### src/rtl/cursor_pkg.sv
package cursor_pkg;
   typedef struct packed {
      logic [5:0] y;
      logic [3:0] u;
      logic [3:0] v;
      logic [1:0] t;
   } pal_entry_t;

   localparam int PAL_W = $bits(pal_entry_t);
endpackage

### src/rtl/cursor_store.sv
module cursor_store #(
   parameter int AW = 10,
   parameter int DW = 2
) (
   input  logic          clk,
   input  logic          wr_en,
   input  logic [AW-1:0] wr_addr,
   input  logic [DW-1:0] wr_data,
   input  logic [AW-1:0] rd_addr,
   output logic [DW-1:0] rd_data
);
   localparam int DEPTH = 1 << AW;

   logic [DW-1:0] mem [DEPTH];

   // read returns the pre-write contents on an address collision
   always_ff @(posedge clk) begin
      if (wr_en) mem[wr_addr] <= wr_data;
      rd_data <= mem[rd_addr];
   end
endmodule

### src/rtl/cursor_palette.sv
module cursor_palette
   import cursor_pkg::*;
#(
   parameter int IW = 2
) (
   input  logic          clk,
   input  logic          rst_n,
   input  logic          wr_en,
   input  logic [IW-1:0] wr_idx,
   input  pal_entry_t    wr_data,
   input  logic [IW-1:0] rd_idx,
   output pal_entry_t    rd_entry
);
   localparam int N = 1 << IW;

   pal_entry_t ent [N];

   for (genvar g = 0; g < N; g++) begin : g_entry
      always_ff @(posedge clk or negedge rst_n) begin
         if (!rst_n)                           ent[g] <= '0;
         else if (wr_en && wr_idx == IW'(g))   ent[g] <= wr_data;
      end
   end

   assign rd_entry = ent[rd_idx];
endmodule

### src/rtl/cursor_blend.sv
module cursor_blend
   import cursor_pkg::*;
(
   input  logic [2:0][7:0] under,
   input  pal_entry_t      ent,
   input  logic            hit,
   output logic [2:0][7:0] mixed
);
   localparam int NCH = 3;

   logic [2:0][7:0] cur;
   logic [1:0]      alpha;

   assign cur[0] = {ent.y, ent.y[5:4]};
   assign cur[1] = {ent.u, ent.u};
   assign cur[2] = {ent.v, ent.v};
   assign alpha  = hit ? ent.t : 2'd0;

   for (genvar g = 0; g < NCH; g++) begin : g_chan
      logic [9:0] acc;
      assign acc      = 10'(cur[g]) * 10'(alpha) + 10'(under[g]) * 10'(2'd3 - alpha);
      assign mixed[g] = 8'(acc / 10'd3);
   end
endmodule

### src/rtl/cursor_overlay.sv
module cursor_overlay
   import cursor_pkg::*;
#(
   parameter int XW         = 12,
   parameter int AW         = 10,
   parameter int CODE_W     = 2,
   parameter int BASE_LOG   = 3,
   parameter int NUM_SHAPES = 5
) (
   input  logic              clk,
   input  logic              rst_n,
   input  logic              field_start,
   input  logic [XW-1:0]     pix_x,
   input  logic [XW-1:0]     pix_y,
   input  logic [7:0]        in_y,
   input  logic [7:0]        in_u,
   input  logic [7:0]        in_v,
   input  logic              reg_wr,
   input  logic [2:0]        reg_addr,
   input  logic [15:0]       reg_wdata,
   input  logic              ram_wr,
   input  logic [AW-1:0]     ram_addr,
   input  logic [CODE_W-1:0] ram_wdata,
   output logic [7:0]        out_y,
   output logic [7:0]        out_u,
   output logic [7:0]        out_v,
   output logic [XW-1:0]     out_pos_x,
   output logic [XW-1:0]     out_pos_y
);
   localparam int SHW       = $clog2(NUM_SHAPES);
   localparam int SHAPE_RST = 2;

   if (AW < BASE_LOG + NUM_SHAPES - 1) begin : g_bad_aw
      $error("cursor_overlay: AW too small for the shape set");
   end
   if (XW < AW) begin : g_bad_xw
      $error("cursor_overlay: XW must cover the cursor extent");
   end

   // shadow and active position/shape
   logic [XW-1:0]  sh_x, sh_y, act_x, act_y;
   logic [SHW-1:0] sh_shape, act_shape;

   always_ff @(posedge clk or negedge rst_n) begin
      if (!rst_n) begin
         sh_x <= '0; sh_y <= '0; sh_shape <= SHW'(SHAPE_RST);
         act_x <= '0; act_y <= '0; act_shape <= SHW'(SHAPE_RST);
      end else begin
         if (field_start) begin
            act_x <= sh_x; act_y <= sh_y; act_shape <= sh_shape;
         end
         if (reg_wr && !reg_addr[2]) begin
            case (reg_addr[1:0])
               2'd0: sh_x <= reg_wdata[XW-1:0];
               2'd1: sh_y <= reg_wdata[XW-1:0];
               2'd2: if (reg_wdata[SHW-1:0] < SHW'(NUM_SHAPES)) sh_shape <= reg_wdata[SHW-1:0];
               default: ;
            endcase
         end
      end
   end

   // rectangle test and bitmap address
   logic [XW-1:0] dx, dy;
   logic [3:0]    wl, hl;
   logic          hit;
   logic [AW-1:0] rd_addr;

   assign dx      = pix_x - act_x;
   assign dy      = pix_y - act_y;
   assign wl      = 4'(BASE_LOG) + 4'(act_shape);
   assign hl      = 4'(AW) - wl;
   assign hit     = (pix_x >= act_x) && (pix_y >= act_y) &&
                    ((dx >> wl) == '0) && ((dy >> hl) == '0);
   assign rd_addr = (AW'(dy) << wl) | AW'(dx);

   logic [CODE_W-1:0] code_q;

   cursor_store #(.AW(AW), .DW(CODE_W)) u_store (
      .clk     (clk),
      .wr_en   (ram_wr),
      .wr_addr (ram_addr),
      .wr_data (ram_wdata),
      .rd_addr (rd_addr),
      .rd_data (code_q)
   );

   // stage 1
   logic            hit_q;
   logic [2:0][7:0] under_q;
   logic [XW-1:0]   px_q, py_q;

   always_ff @(posedge clk or negedge rst_n) begin
      if (!rst_n) begin
         hit_q <= 1'b0; under_q <= '0; px_q <= '0; py_q <= '0;
      end else begin
         hit_q   <= hit;
         under_q <= {in_v, in_u, in_y};
         px_q    <= pix_x;
         py_q    <= pix_y;
      end
   end

   // stage 2: palette lookup and blend
   pal_entry_t      ent;
   logic [2:0][7:0] mixed;

   cursor_palette #(.IW(CODE_W)) u_pal (
      .clk      (clk),
      .rst_n    (rst_n),
      .wr_en    (reg_wr && reg_addr[2]),
      .wr_idx   (reg_addr[CODE_W-1:0]),
      .wr_data  (pal_entry_t'(reg_wdata[PAL_W-1:0])),
      .rd_idx   (code_q),
      .rd_entry (ent)
   );

   cursor_blend u_blend (
      .under (under_q),
      .ent   (ent),
      .hit   (hit_q),
      .mixed (mixed)
   );

   always_ff @(posedge clk or negedge rst_n) begin
      if (!rst_n) begin
         out_y <= '0; out_u <= '0; out_v <= '0; out_pos_x <= '0; out_pos_y <= '0;
      end else begin
         out_y <= mixed[0]; out_u <= mixed[1]; out_v <= mixed[2];
         out_pos_x <= px_q; out_pos_y <= py_q;
      end
   end

   assert_shape_legal_R4: assert property (@(posedge clk) disable iff (!rst_n)
      act_shape < SHW'(NUM_SHAPES)) else $error("active shape out of range");

   assert_hold_active_R9: assert property (@(posedge clk) disable iff (!rst_n)
      !field_start |=> $stable(act_x) && $stable(act_y) && $stable(act_shape))
      else $error("active set changed without field_start");

   assert_bypass_R3: assert property (@(posedge clk) disable iff (!rst_n)
      !hit_q |=> (out_y == $past(under_q[0])) && (out_u == $past(under_q[1])) &&
                 (out_v == $past(under_q[2])))
      else $error("pixel outside cursor altered");

   assert_pos_delay_R2: assert property (@(posedge clk) disable iff (!rst_n)
      1'b1 |=> (out_pos_x == $past(px_q)) && (out_pos_y == $past(py_q)))
      else $error("position delay mismatch");
endmodule

### config.mk
export PLATFORM = sky130hd
export DESIGN_NAME = cursor_overlay
export DESIGN_NICKNAME = d
export VERILOG_FILES = /design/src/rtl/cursor_pkg.sv /design/src/rtl/cursor_store.sv /design/src/rtl/cursor_palette.sv /design/src/rtl/cursor_blend.sv /design/src/rtl/cursor_overlay.sv
export SDC_FILE = /design/constraint.sdc
export NUM_CORES = 2
export LEC_CHECK = 0
export ABC_AREA = 1
export BUFFER_PORTS_ARGS = -buffer_cell sky130_fd_sc_hd__buf_4
export CELL_PAD_IN_SITES_DETAIL_PLACEMENT = 1
export CELL_PAD_IN_SITES_GLOBAL_PLACEMENT = 2
export CORE_AREA = 2 2 478 480
export DETAILED_ROUTE_END_ITERATION = 10
export DIE_AREA = 0 0 480 482
export GPL_ROUTABILITY_DRIVEN = 1
export PLACE_DENSITY = 0.88
export SLEW_MARGIN = 20
export SYNTH_ARGS = -nofsm -noshare
export SYNTH_HDL_FRONTEND = slang
export SYNTH_HIERARCHICAL = 1
export SYNTH_SLANG_ARGS = --single-unit
### constraint.sdc
create_clock -name clk -period 9.8 [get_ports clk]
set_clock_uncertainty 0.05 [all_clocks]
set_input_delay 0.98 -clock clk [delete_from_list [all_inputs] [get_ports clk]]
set_output_delay 0.98 -clock clk [all_outputs]
set_load 0.005 [all_outputs]
==> flow_summary.yaml <==
pwr:
  p_per_area_nw_per_um2: 250
  power.share.switching: 0.360
  power.sequential.fraction: 0.386
  max-vdd-ir-drop_v: 0.000252
  comb_power_share: 0.305
  switchingPower_w: 0.0101
  internal-power_w: 0.0179
  clockPowerShare: 0.309
  power.leakage_nw: 41.1
worst_setup_path:
  cpPeakStageDelay_ns: 0.80
  cp-end-kind: "flip-flop"
  worst-endpoint-required_ns: 10.50
  crit_top_cell: "sky130_fd_sc_hd__nand2_1"
  critical_path_peak_fanout: 33
  start_kind: "flip-flop"
  start_to_end_type_of_the_worst_setup_path: "flip-flop to flip-flop"
  cp.arrival_ns: 9.35
  slowest_stage: "sky130_fd_sc_hd__clkinv_1"
timing:
  timing_hold_violations_final: 0
  report.final.setup_viol: 0
  rsz0062_at_grt: "false"
  timing.final.crit_period_ns: 8.65
  fmaxAchievable_mhz: 116
  slew_viol_final: 0
  timing.setup.tns_ns: 0
  worst_slew_pin_slew_ns: 1.19
  layout_worst_path_cycle_share: 0.883
  worst_slew_margin_rel: 0.204
clock_tree:
  clk_pin_slew_ns: 0.06
  number_of_sinks_handled_by_clock_tree_synthesis: 2265
  insertion_delay_ns: 0.90
  cts_repair_resize_count: 0
  htree_levels: 4
  clockBufferDepth: 3
  cts_setup_buffers: 0
  ctsHoldBuffers: 0
  tritoncts: "done"
  cts.root.buffer_cell: "sky130_fd_sc_hd__clkbuf_16"
  cts_made_buffers: 235
cells_and_area:
  fillCellCount: 24600
  fin_cells: 12900
  area_growth_syn_to_layout_pct: 10.3
  drive_above_1_share: 0.0735
  nets: 9922
  finalCoreUtilization: 0.494
global_route:
  antenna_found_initial: 11
  grt_start_max_net_pins: 216
  grt_pass1_wl_microns: 475000
  grt_remaining_overflow: 0
  globalRouteTotalUtil: 0.272
  grt_pass1_vias: 79000
logic_synthesis:
  synth.most_common_cell: "sky130_fd_sc_hd__nand2_1"
  most_common_library_cells_after_synthesis: "sky130_fd_sc_hd__nand2_1, sky130_fd_sc_hd__nand3_1, sky130_fd_sc_hd__edfxtp_1, sky130_fd_sc_hd__nor2_1, sky130_fd_sc_hd__inv_1"
  postSynthRegisterBits: 2265
  yosysWarnings: 6
  post_synth_main_area_contributors: "sky130_fd_sc_hd__edfxtp_1, sky130_fd_sc_hd__nand3_1, sky130_fd_sc_hd__nand2_1"
  synth_async_sr_flop_share: 0.0949
  synth_enable_flop_cells: 2048
  syn_avg_cell_area_sq_um: 10.3
  postSynth.topFlopCell: "sky130_fd_sc_hd__edfxtp_1"
  synthCells: 9890
  synth_cell_types: 54
  synth.cell_area_sq_um: 101000
  synth_area_leader_cell: "sky130_fd_sc_hd__edfxtp_1"
  synth_sequential_area_ratio: 0.659
  synth_largest_type_area_fraction: 0.606
run:
  timing.max_cap.violations: 0
detailed_routing:
  drt-initial-drc-count: 7123
  drc: 0
  vias: 74400
  drtPass1Iterations: 5
  routed_wire_length_per_instance_microns: 24.6
  finalWirelength_microns: 317000
  viasPerCell: 5.77
  antenna_violating_nets_post_route: 0
floorplan:
  fp.coreArea_sq_um: 226000
  die_area_sq_um: 231000
  dieWidth_microns: 480
  floorplan.die.height_microns: 482
  boundary_pins: 132
  rows: 175
  floorplan.initialDensity: 0.448
run_status:
  status: "finished, final reports clean"
placement:
  dp.final_hpwl_microns: 172000
  port_buffers: 131
  dpl.cell_count: 12500
  gp_routability_congestion: 0.827
hold_path:
  hold_path_class: "input pin to asynchronous set/reset pin"
## layout make-up
cell class                      instances  area, sq um  share of cell area
Clock inverter                        122          982             0.00878
Clock buffer                          304         6360              0.0568
Inverter                              412         1590              0.0142
Tap cell                             3009         3760              0.0336
Antenna cell                            4         10.0           0.0000895
Sequential cell                      2265        66900               0.598
Timing Repair Buffer                  256         2180              0.0195
Multi-Input combinational cell       6522        30100               0.269
## power groups by stage
stage	Sequential [W]	Clock, W	Combinational, W
finish	0.0108	0.00865	0.00855
global route	0.0108	0.00913	0.00934
CTS	0.0108	0.00878	0.00851
detailed placement	0.0110	0	0.00843
global placement	0.0110	0	0.00812
floorplan	0.0110	0	0.00556
## registers in the layout, summed over array words and instances, names as in the netlist
register / cells
py_q: 12
out_pos_x: 12
hit_q: 1
out_v: 8
out_y: 8
act_x: 12
out_pos_y: 12
px_q: 12
u_pal/ent: 64
under_q: 24
sh_shape: 3
act_shape: 3
sh_y: 12
act_y: 12
out_u: 8
u_store/rd_data: 2
sh_x: 12
u_store/mem: 2048
## kinds of logic (layout without fill, tap and decap cells)
kind of cell	Yosys count	after routing	share of synthesized area
xor gates and xnor gates	22	22	0.00212
DFF	2265	2265	0.659
AOI/OAI and AO/OA	170	170	0.00958
muxes	3	3	0.000321
buffers and inverters	1107	1094	0.0473
and+or+nand+nor	6176	6176	0.260
other	1	9	0.0000370
adders and majority gates	146	146	0.0210
## metrics by stage
step / area (sq um) / hold WS (ns) / total power, W / setup slack (ns)
final: 112000 / 0.0274 / 0.0280 / 1.15
after global routing: 112000 / 0.0424 / 0.0293 / 0.290
after CTS: 112000 / 0.00212 / 0.0281 / 1.22
after detailed placement: 105000 / 0.286 / 0.0194 / 1.25
after global placement: 105000 / 0.283 / 0.0191 / 1.67
after floorplan: 101000 / 0.281 / 0.0165 / 3.42
## worst max-delay path: cells and delay by family, from the launching register on
kind / cells / cell delay, ns
buf+inv: 10 / 2.22
flops: 1 / 0.29
simple gates: 26 / 2.99
fa+ha+maj: 7 / 2.39
compound gates: 4 / 0.54
## layer usage
layer | track usage | vias up | share of wire
li1 | - | 33300 | -
met1 | 0.347 | 37900 | 0.40
met2 | 0.475 | 2622 | 0.50
met3 | 0.0362 | 585 | 0.070
met4 | 0.0981 | 4 | 0.036
met5 | 0 | - | 0.00010
## cell usage in the layout, fill, tap and decap left out, types with 38 or more instances in the layout
cell type                   instances
sky130_fd_sc_hd__ha_1             106
sky130_fd_sc_hd__nand2_2           45
sky130_fd_sc_hd__nand4_1           49
sky130_fd_sc_hd__dfrtp_1          213
sky130_fd_sc_hd__edfxtp_1        2048
sky130_fd_sc_hd__nor2_1          1161
sky130_fd_sc_hd__clkinv_2          41
sky130_fd_sc_hd__buf_4            234
sky130_fd_sc_hd__inv_1            387
sky130_fd_sc_hd__clkinv_1          59
sky130_fd_sc_hd__nand2_1         2646
sky130_fd_sc_hd__a21oi_1           38
sky130_fd_sc_hd__nand3_1         2178
sky130_fd_sc_hd__fa_1              40
sky130_fd_sc_hd__clkbuf_16        243
sky130_fd_sc_hd__clkbuf_1          56
sky130_fd_sc_hd__o21ai_0           67
## path summary, 6_finish.rpt
path,startpoint,end,slack [ns],depth (start not counted)
hold / removal,rst_n,sh_y[8],0.03,1
max in group asynchronous,rst_n,under_q[23],7.38,3
hold reg to reg,py_q[6],out_pos_y[6],0.30,0
min in group clk,in_u[0],under_q[8],0.17,1
setup reg to reg,u_store/rd_data[0],out_u[0],1.15,47
setup / recovery,u_store/rd_data[0],out_u[0],1.15,47
(Power assumes the default switching activity.)
